<file path="config.mk">
export PLATFORM = sky130hd
export DESIGN_NAME = nh_adj_table
export DESIGN_NICKNAME = d
export VERILOG_FILES = /design/src/rtl/nh_adj_pkg.sv /design/src/rtl/nh_cmd_decode.sv /design/src/rtl/nh_quar_timer.sv /design/src/rtl/nh_lookup_port.sv /design/src/rtl/nh_adj_table.sv
export SDC_FILE = /design/constraint.sdc
export NUM_CORES = 2
export LEC_CHECK = 0
export ABC_AREA = 1
export BUFFER_PORTS_ARGS = -buffer_cell sky130_fd_sc_hd__buf_2
export CORE_ASPECT_RATIO = 1.4
export CORE_MARGIN = 2
export CORE_UTILIZATION = 55
export DETAILED_ROUTE_END_ITERATION = 7
export PLACE_DENSITY = 0.75
export SKIP_LAST_GASP = 1
export SYNTH_ARGS = -nofsm -noshare
export SYNTH_HDL_FRONTEND = slang
export SYNTH_SLANG_ARGS = --single-unit
</file>
<file path="constraint.sdc">
create_clock -name clk -period 3.64 [get_ports clk]
set_input_delay 0.364 -clock clk [delete_from_list [all_inputs] [get_ports clk]]
set_output_delay 0.364 -clock clk [all_outputs]
set_load 0.01 [all_outputs]
</file>
<file path="src/rtl/nh_adj_pkg.sv">
package nh_adj_pkg;

    localparam int IDX_W     = 24;
    localparam int IDX_LO_W  = 16;
    localparam int IDX_HI_W  = 8;
    localparam int EGR_W     = 16;
    localparam int MAC_W     = 48;
    localparam int OP_W      = 4;
    localparam int TACT_W    = 4;
    localparam int TACT_ST_W = 3;
    localparam int TID_W     = 8;
    localparam int ST_W      = 2;

    localparam logic [OP_W-1:0] OP_READ       = 4'd0;
    localparam logic [OP_W-1:0] OP_WRITE      = 4'd1;
    localparam logic [OP_W-1:0] OP_READ_CLR   = 4'd2;
    localparam logic [OP_W-1:0] OP_WRITE_IDLE = 4'd3;

    localparam logic [ST_W-1:0] ST_OK     = 2'd0;
    localparam logic [ST_W-1:0] ST_RETRY  = 2'd1;
    localparam logic [ST_W-1:0] ST_RANGE  = 2'd2;
    localparam logic [ST_W-1:0] ST_BADREQ = 2'd3;

    localparam logic [TACT_W-1:0] TACT_MAX = 4'd4;
    localparam logic [TID_W-1:0]  TID_MAX  = 8'd1;

    typedef struct packed {
        logic                 vld;
        logic                 act;
        logic [EGR_W-1:0]     egress;
        logic [TACT_ST_W-1:0] tact;
        logic                 tid;
        logic [MAC_W-1:0]     mac;
    } nh_entry_t;

endpackage

</file>
<file path="src/rtl/nh_cmd_decode.sv">
module nh_cmd_decode
    import nh_adj_pkg::*;
#(
    parameter int DEPTH = 16
) (
    input  logic [OP_W-1:0]   op,
    input  logic [IDX_W-1:0]  idx,
    input  logic [TACT_W-1:0] wr_tact,
    input  logic [TID_W-1:0]  wr_tid,
    input  logic              ent_busy,
    input  logic              ent_act,
    output logic [ST_W-1:0]   status,
    output logic              is_read,
    output logic              do_write,
    output logic              do_clear
);
    localparam logic [IDX_W-1:0] DEPTH_I = IDX_W'(DEPTH);

    logic op_is_wr;
    logic fields_ok;

    assign op_is_wr  = (op == OP_WRITE) || (op == OP_WRITE_IDLE);
    assign fields_ok = (wr_tact <= TACT_MAX) && (wr_tid <= TID_MAX);

    always_comb begin
        if (op > OP_WRITE_IDLE)             status = ST_BADREQ;
        else if (idx >= DEPTH_I)            status = ST_RANGE;
        else if (ent_busy)                  status = ST_RETRY;
        else if (op_is_wr && !fields_ok)    status = ST_BADREQ;
        else                                status = ST_OK;
    end

    assign is_read  = (op == OP_READ) || (op == OP_READ_CLR);
    assign do_write = (status == ST_OK) &&
                      ((op == OP_WRITE) || ((op == OP_WRITE_IDLE) && !ent_act));
    assign do_clear = (status == ST_OK) && (op == OP_READ_CLR);

endmodule

</file>
<file path="src/rtl/nh_quar_timer.sv">
module nh_quar_timer #(
    parameter  int DEPTH = 16,
    parameter  int HOLD  = 12,
    localparam int AW    = $clog2(DEPTH),
    localparam int CW    = $clog2(HOLD + 1)
) (
    input  logic             clk,
    input  logic             rst_n,
    input  logic             start,
    input  logic [AW-1:0]    start_sel,
    output logic [DEPTH-1:0] busy
);
    for (genvar g = 0; g < DEPTH; g++) begin : g_ent
        logic [CW-1:0] cnt_d, cnt_q;

        always_comb begin
            cnt_d = cnt_q;
            if (start && (start_sel == AW'(g)))  cnt_d = CW'(HOLD);
            else if (cnt_q != '0)                cnt_d = cnt_q - 1'b1;
        end

        always_ff @(posedge clk or negedge rst_n) begin
            if (!rst_n) cnt_q <= '0;
            else        cnt_q <= cnt_d;
        end

        assign busy[g] = (cnt_q != '0);
    end

endmodule

</file>
<file path="src/rtl/nh_lookup_port.sv">
module nh_lookup_port
    import nh_adj_pkg::*;
#(
    parameter  int DEPTH = 16,
    localparam int AW    = $clog2(DEPTH)
) (
    input  logic                  clk,
    input  logic                  rst_n,
    input  logic                  req,
    input  logic [IDX_W-1:0]      idx,
    input  nh_entry_t [DEPTH-1:0] tbl,
    output logic                  hit_now,
    output logic [AW-1:0]         hit_sel,
    output logic                  rsp_valid,
    output logic                  rsp_hit,
    output logic [EGR_W-1:0]      egress,
    output logic [TACT_W-1:0]     tact,
    output logic [TID_W-1:0]      tid,
    output logic [MAC_W-1:0]      mac
);
    localparam logic [IDX_W-1:0] DEPTH_I = IDX_W'(DEPTH);

    typedef struct packed {
        logic              vld;
        logic              hit;
        logic [EGR_W-1:0]  egress;
        logic [TACT_W-1:0] tact;
        logic [TID_W-1:0]  tid;
        logic [MAC_W-1:0]  mac;
    } lk_state_t;

    lk_state_t lk_d, lk_q;
    logic      in_rng;
    nh_entry_t ent;

    assign in_rng  = (idx < DEPTH_I);
    assign hit_sel = in_rng ? idx[AW-1:0] : '0;
    assign ent     = tbl[hit_sel];
    assign hit_now = req && in_rng && ent.vld;

    always_comb begin
        lk_d     = '0;
        lk_d.vld = req;
        lk_d.hit = hit_now;
        if (hit_now) begin
            lk_d.egress = ent.egress;
            lk_d.tact   = TACT_W'(ent.tact);
            lk_d.tid    = TID_W'(ent.tid);
            lk_d.mac    = ent.mac;
        end
    end

    always_ff @(posedge clk or negedge rst_n) begin
        if (!rst_n) lk_q <= '0;
        else        lk_q <= lk_d;
    end

    assign rsp_valid = lk_q.vld;
    assign rsp_hit   = lk_q.hit;
    assign egress    = lk_q.egress;
    assign tact      = lk_q.tact;
    assign tid       = lk_q.tid;
    assign mac       = lk_q.mac;

endmodule

</file>
<file path="src/rtl/nh_adj_table.sv">
module nh_adj_table
    import nh_adj_pkg::*;
#(
    parameter  int DEPTH       = 16,
    parameter  int QUAR_CYCLES = 12,
    localparam int AW          = $clog2(DEPTH)
) (
    input  logic                clk,
    input  logic                rst_n,
    input  logic                cmd_valid,
    output logic                cmd_ready,
    input  logic [OP_W-1:0]     cmd_op,
    input  logic [IDX_LO_W-1:0] cmd_idx_lo,
    input  logic [IDX_HI_W-1:0] cmd_idx_hi,
    input  logic                cmd_wr_valid,
    input  logic [EGR_W-1:0]    cmd_wr_egress,
    input  logic [TACT_W-1:0]   cmd_wr_trap_act,
    input  logic [TID_W-1:0]    cmd_wr_trap_id,
    input  logic [MAC_W-1:0]    cmd_wr_mac,
    output logic                rsp_valid,
    output logic [ST_W-1:0]     rsp_status,
    output logic                rsp_entry_valid,
    output logic                rsp_entry_active,
    output logic [EGR_W-1:0]    rsp_egress,
    output logic [TACT_W-1:0]   rsp_trap_act,
    output logic [TID_W-1:0]    rsp_trap_id,
    output logic [MAC_W-1:0]    rsp_mac,
    input  logic                lk_req,
    input  logic [IDX_W-1:0]    lk_idx,
    output logic                lk_rsp_valid,
    output logic                lk_hit,
    output logic [EGR_W-1:0]    lk_egress,
    output logic [TACT_W-1:0]   lk_trap_act,
    output logic [TID_W-1:0]    lk_trap_id,
    output logic [MAC_W-1:0]    lk_mac
);
    localparam logic [IDX_W-1:0] DEPTH_I = IDX_W'(DEPTH);

    typedef struct packed {
        logic                  s1_vld;
        logic [OP_W-1:0]       s1_op;
        logic [IDX_W-1:0]      s1_idx;
        logic                  s1_wv;
        logic [EGR_W-1:0]      s1_egr;
        logic [TACT_W-1:0]     s1_tact;
        logic [TID_W-1:0]      s1_tid;
        logic [MAC_W-1:0]      s1_mac;
        logic                  rsp_vld;
        logic [ST_W-1:0]       rsp_st;
        nh_entry_t             rsp_e;
        nh_entry_t [DEPTH-1:0] tbl;
    } state_t;

    state_t           st_d, st_q;
    logic             accept;
    logic [AW-1:0]    sel;
    nh_entry_t        wr_e;
    logic [ST_W-1:0]  status;
    logic             is_read, do_write, do_clear;
    logic [DEPTH-1:0] busy;
    logic             qstart;
    logic             lk_hit_now;
    logic [AW-1:0]    lk_sel;

    assign accept    = cmd_valid && !st_q.s1_vld;
    assign cmd_ready = !st_q.s1_vld;
    assign sel       = (st_q.s1_idx < DEPTH_I) ? st_q.s1_idx[AW-1:0] : '0;
    assign qstart    = st_q.s1_vld && do_write && !st_q.s1_wv;

    always_comb begin
        wr_e        = '0;
        wr_e.vld    = st_q.s1_wv;
        wr_e.act    = st_q.s1_wv;
        wr_e.egress = st_q.s1_egr;
        wr_e.tact   = st_q.s1_tact[TACT_ST_W-1:0];
        wr_e.tid    = st_q.s1_tid[0];
        wr_e.mac    = st_q.s1_mac;
    end

    nh_cmd_decode #(.DEPTH(DEPTH)) i_dec (
        .op       (st_q.s1_op),
        .idx      (st_q.s1_idx),
        .wr_tact  (st_q.s1_tact),
        .wr_tid   (st_q.s1_tid),
        .ent_busy (busy[sel]),
        .ent_act  (st_q.tbl[sel].act),
        .status   (status),
        .is_read  (is_read),
        .do_write (do_write),
        .do_clear (do_clear)
    );

    nh_quar_timer #(.DEPTH(DEPTH), .HOLD(QUAR_CYCLES)) i_quar (
        .clk       (clk),
        .rst_n     (rst_n),
        .start     (qstart),
        .start_sel (sel),
        .busy      (busy)
    );

    nh_lookup_port #(.DEPTH(DEPTH)) i_lk (
        .clk       (clk),
        .rst_n     (rst_n),
        .req       (lk_req),
        .idx       (lk_idx),
        .tbl       (st_q.tbl),
        .hit_now   (lk_hit_now),
        .hit_sel   (lk_sel),
        .rsp_valid (lk_rsp_valid),
        .rsp_hit   (lk_hit),
        .egress    (lk_egress),
        .tact      (lk_trap_act),
        .tid       (lk_trap_id),
        .mac       (lk_mac)
    );

    always_comb begin
        st_d         = st_q;
        st_d.s1_vld  = accept;
        st_d.rsp_vld = st_q.s1_vld;
        if (accept) begin
            st_d.s1_op   = cmd_op;
            st_d.s1_idx  = {cmd_idx_hi, cmd_idx_lo};
            st_d.s1_wv   = cmd_wr_valid;
            st_d.s1_egr  = cmd_wr_egress;
            st_d.s1_tact = cmd_wr_trap_act;
            st_d.s1_tid  = cmd_wr_trap_id;
            st_d.s1_mac  = cmd_wr_mac;
        end
        if (st_q.s1_vld) begin
            st_d.rsp_st = status;
            st_d.rsp_e  = '0;
            if (status == ST_OK)
                st_d.rsp_e = (is_read || !do_write) ? st_q.tbl[sel] : wr_e;
            if (do_write) st_d.tbl[sel]     = wr_e;
            if (do_clear) st_d.tbl[sel].act = 1'b0;
        end
        // management effect first, lookup hit afterwards so it is never lost
        if (lk_hit_now) st_d.tbl[lk_sel].act = 1'b1;
    end

    always_ff @(posedge clk or negedge rst_n) begin
        if (!rst_n) st_q <= '0;
        else        st_q <= st_d;
    end

    assign rsp_valid        = st_q.rsp_vld;
    assign rsp_status       = st_q.rsp_st;
    assign rsp_entry_valid  = st_q.rsp_e.vld;
    assign rsp_entry_active = st_q.rsp_e.act;
    assign rsp_egress       = st_q.rsp_e.egress;
    assign rsp_trap_act     = TACT_W'(st_q.rsp_e.tact);
    assign rsp_trap_id      = TID_W'(st_q.rsp_e.tid);
    assign rsp_mac          = st_q.rsp_e.mac;

endmodule

</file>
* Yosys cells after proc, flatten, opt, wreduce, memory -nomap -nowiden *
Index checks and enable logic that the tools add are counted.

word-level totals
  register bits after elaboration = 1441
  bits of input ports = 133
  output and inout bits = 160
  word-level logic and storage cells = 311

operators by class
  add/subtract/negate cells = 16
  $lt $le $gt $ge = 10
  equality and inequality tests = 18
  muxes and demuxes = 61
  reductions and logical operators = 72

operator list
  cell                 count
  $mux 1120            5
  $bwmux 1120          3
  $demux 70 s4         3
  $bmux 70 s4          2
  $mux 70              5
  $mux 69              2
  $mux 4               34
  $mux 76              1
  $reduce_bool 4->1    16
  $sub 4x1->4 const B  16
  $lt 24x5->1 const B  2
  $eq 4x4->1 const B   8
  $reduce_bool 2->1    16
  $logic_and 1x1->1    28
  $ge 24x5->1 const B  1
  $eq 4x2->1 const B   4
  $eq 4x3->1 const B   4
  $lt 4x5->1 const B   2
  $eq 4x1->1 const B   2
  $ge 4x1->1 const B   2
  $le 8x1->1 const B   1
  $logic_not 4->1      2
  $mux 2               4
  $logic_not 1->1      5
  other kinds (6)      9

* Longest topological paths before layout *
  depth in word-level cells = 17
  gate-level depth with buffers = 20
  depth with buffers taken out = 19

* By module *
From an unflattened synthesis, not the netlist that was laid out.

unflattened totals
  cells, all modules = 10905
  area, all modules = 77006.4 um2

by module, submodules not included
  module          times used  cells each  area each (um2)  sequential area each (um2)
  nh_adj_table    1           7799        60339.1          32506.2
  nh_lookup_port  1           2559        12683.4          1751.7
  nh_quar_timer   1           500         3782.4           1601.5
  nh_cmd_decode   1           47          201.4            0.0

* Least setup slack after synthesis *
Ideal clock, no wire load.

  path kind = flip-flop to flip-flop
  start = reg st_q[1275] (netlist bit)
  end = reg with a tool-made name
  setup time = 0.131 ns
  arrival = 2.471 ns
  data required time = 3.509 ns
  slack = 1.038 ns
  cell stages (with the launch flop) = 17
  path buffers = 3
  clock period less this slack = 2.602 ns
  cell sequence = dfrtp_1 -> or2_1 -> nor2_2 -> nand3_4 -> nor2_2 -> inv_1 -> nor2_1 -> nand2_1 -> nand2_1 -> nor2_1 -> o21ai_2 -> nor2_4 -> buf_6 -> nand2_2 -> buf_4 -> buf_2 -> o21ai_1

RTL lines
  element                 line                 text
  start, declared         nh_adj_table.sv:54   state_t st_d, st_q;
  start signal, assigned  nh_adj_table.sv:144  else st_q <= st_d;

==> metrics.log <==
[metrics] per-cell via count in the routed design: 6.47
[metrics] y dimension of the die: 420 um
[metrics] count of fill cells added during filler insertion: 10,300
[metrics] number of ports placed on the die boundary: 293
[metrics] wire length of the first global-routing pass: 361,000 um
[metrics] reported max-cap violation count: 0
[metrics] end-of-flow core utilization: 62.5%
[metrics] starting DRC count in detailed routing: 8,664
[metrics] data required time of the critical path: 4.28 ns
[metrics] number of cells produced by synthesis: 8,176
[metrics] critical path's most frequent cell: nand2_1
[metrics] effective utilization at floorplan: 55.5%
[metrics] smallest hold slack: 0.100 ns
[metrics] post-layout min period: 3.44 ns
[metrics] power density normalized to cell area: 433 nW/um^2
[metrics] antenna viol nets, final: 0
[metrics] post-CTS setup buffer count: 0
[metrics] critical path, cell by cell: nor2_1 > nand2_1 > nor2_2 > nand3_4 > nor2_2 > inv_1 > nor2_4 > nand2_1 > nand2_1 > nor2_1 > o21ai_2 > nor2_4 > buf_12 > nand2_4 > buf_4 > o21ai_0
[metrics] Final Wtd Congestion: 0.910
[metrics] Rows: 152
[metrics] commonest cells after routing, fill and taps aside: nand2_1, o21ai_0, dfrtp_1
[metrics] post-synthesis register bit count: 1,433
[metrics] R2R Setup Slk: 0.20 ns
[metrics] maximum frequency from static timing analysis: 290 MHz
[metrics] total negative slack for setup checks: 0 ns
[metrics] clk root buf: clkbuf_16
[metrics] most common cell after layout, fill and taps aside: nand2_1
[metrics] area added between synthesis and finish: 12.7%
[metrics] number of global-route vias before repair: 62,200
[metrics] initial antenna violation count: 4
[metrics] outcome: finished, final reports clean
[metrics] detailed-route DRC error count: 0
[metrics] Max Slew Vio Count: 0
[metrics] Worst setup EP type: register
[metrics] Leak: 36.2 nW
[metrics] nets: 8,307
[metrics] GRT Total Usage: 36.8%
[metrics] share of the cycle needed by the critical path after routing: 94.6%
[metrics] worst IR drop on VDD: 0.488 mV
[metrics] proportion of netlist area held by the largest area contributor: 52.7%
[metrics] setup repair after global routing missed its margin: true
[metrics] x dimension of the die: 301 um
[metrics] maximum number of pins on one net before global-route repair: 131
[metrics] family of cells with the greatest summed delay on the critical path: simple AND/OR/NAND/NOR gates
[metrics] per-instance average area after synthesis: 8.32 sq um
[metrics] count of distinct cell types in the synthesized netlist: 38
[metrics] Final HPWL DP: 133,000 um
[metrics] Setup CP Type: reg -> reg
[metrics] DIE AREA: 127,000 sq um
[metrics] largest area contributor in the netlist: dfrtp_1
[metrics] latest clock arrival within the worst-skew pair: 0.81 ns
[metrics] register clock-pin slew on the reported worst setup and hold paths: 0.07 ns
[metrics] count of final hold-check violations: 0
[metrics] area of the placeable core: 123,000 sq um
[metrics] overall via count from detail_route: 63,900
[metrics] count of clock tree sinks: 1,433
[metrics] crit-path max cell delay: 0.45 ns
[metrics] Worst slew margin: 38.4%
[metrics] fraction of the yosys area taken by sequential cells: 52.7%
[metrics] synthesis warning total: 0
[metrics] Worst-Margin Slew: 0.924 ns
[metrics] category of the worst setup path launch point: register
[metrics] grt total ovfl: 0
[metrics] biggest fanout along the worst timing path: 36
[metrics] IO Port Bufs: 276
[metrics] worst endpoint data arrival time: 4.08 ns
[metrics] Final Setup Violations: 0
[metrics] number of optimization iterations in the first detailed-route pass: 7
[metrics] primary flip-flop cell chosen by synthesis mapping: dfrtp_1
[metrics] Clock H-tree levels: 4
[metrics] Netlist Area Pre-Place: 68,000 sq um
[metrics] number of clock buffers inserted by TritonCTS: 140
[metrics] power after layout: 0.0332 W
[metrics] maximum count of clock buffers along a single path: 3
[metrics] CTS tree: yes
[metrics] ratio of cells with drive above 1 in the final layout: 9.59%
[metrics] routed wire length per instance: 23.8 um
[metrics] slowest library cell on the worst path: buf_4
[metrics] class of the worst hold path: in -> reg
[metrics] fraction of synthesis flops using an asynchronous set or reset pin: 100%
[metrics] leading post-synthesis cells by cell area: dfrtp_1, o21ai_0, nand2_1, o22ai_1, nor2_1
[metrics] final routed wirelength across all metal layers: 235,000 um
[metrics] Setup Skew: 0.0326 ns
[metrics] total buffers and inverters traversed by the critical path: 3
[metrics] number of enable-type register cells in the synthesized netlist: 0
==> where the power goes <==
group	internal (W)	total (W)	leakage, nW	switching (W)
Combinational	0.000484	0.00200	14.1	0.00152
Clock	0.00836	0.0149	2.29	0.00656
Sequential	0.0162	0.0163	19.8	0.000138
Total	0.0250	0.0332	36.2	0.00822
==> layer usage <==
metal / global-route usage, % / wire, um / vias up
li1: - / - / 28000
met1: 47.2 / 85600 / 30400
met2: 57.4 / 106000 / 4499
met3: 8.44 / 28900 / 1018
met4: 21.0 / 14600 / 0
met5: 0 / 0 / -
==> stage by stage <==
step                cell area [sq um]  setup slack, ns  std cells
finish                          76700            0.197       9875
global route                    76700          -0.0141       9873
CTS                             76700            0.206       9872
detailed placement              71000            0.254       9510
global placement                71000            0.293       9510
floorplan                       68100             1.04       8191
==> timing repair <==
| action | 4_1_cts | 5_1_grt |
|---|---|---|
| resized for setup | 0 | 2 |
| hold buffers | 107 | 0 |
| endpoints found under the setup margin | 0 | 51 |
| hold endpoints to repair | 190 | 0 |
==> cells by family after synthesis <==
| group | count (synthesis) | share of synthesized area (%) |
|---|---|---|
| AND/OR/NAND/NOR | 3002 | 17.8 |
| multiplexers | 2 | 0.0294 |
| flip-flops | 1433 | 52.7 |
| XOR/XNOR | 45 | 0.579 |
| buffers and inverters | 1050 | 6.80 |
| adder cells (fa/ha/maj) | 32 | 0.588 |
| other | 1 | 0.00551 |
| AO/OA/AOI/OAI | 2611 | 21.5 |
==> worst min-delay path, stage by stage <==
cell,delay (ns)
buf_2,0.07
nand2_1,0.04
buf_4,0.24
nand2_1,0.09
nand2_1,0.05
==> synthesized netlist by cell type, types with 2 or more instances <==
cell type  instances
nand2_1         1785
dfrtp_1         1433
o21ai_0         1433
o22ai_1          826
nor2_1           746
clkbuf_1         488
inv_1            268
nand3_1          250
o31ai_1          200
buf_2            139
buf_4            135
nand4_1          120
o21ai_1          106
nor3_1            42
a21oi_1           38
xor2_1            35
or2_2             34
ha_1              32
buf_1             17
xnor2_1           10
nor2_2             9
nand2_2            7
nor4_1             4
mux2i_1            2
nand4_2            2
o211ai_1           2
o221ai_1           2
==> area by class of cell <==
cell class	instances	area [sq um]	share of cell area [%]
Antenna cell	3	7.51	0.00979
Clock buffer	203	4080	5.32
Clock inverter	52	573	0.747
Inverter	270	1020	1.33
Multi-Input combinational cell	5708	27900	36.4
Sequential cell	1433	35900	46.7
Tap cell	1617	2020	2.64
Timing Repair Buffer	589	5220	6.80
==> path summary, 6_finish.rpt <==
| check | start | to | cells after the start |
|---|---|---|---|
| setup / recovery | st_q[1279] | register | 16 |
| hold / removal | cmd_valid | st_q[1279] | 5 |
| setup reg to reg | st_q[1279] | register | 16 |
| hold reg to reg | rsp_egress[7] | rsp_egress[7] | 2 |
| max in group asynchronous | rst_n | st_q[1235] | 3 |
| min in group asynchronous | rst_n | asynchronous set/reset pin | 2 |
No activity file was read; power rests on OpenSTA's default activity.
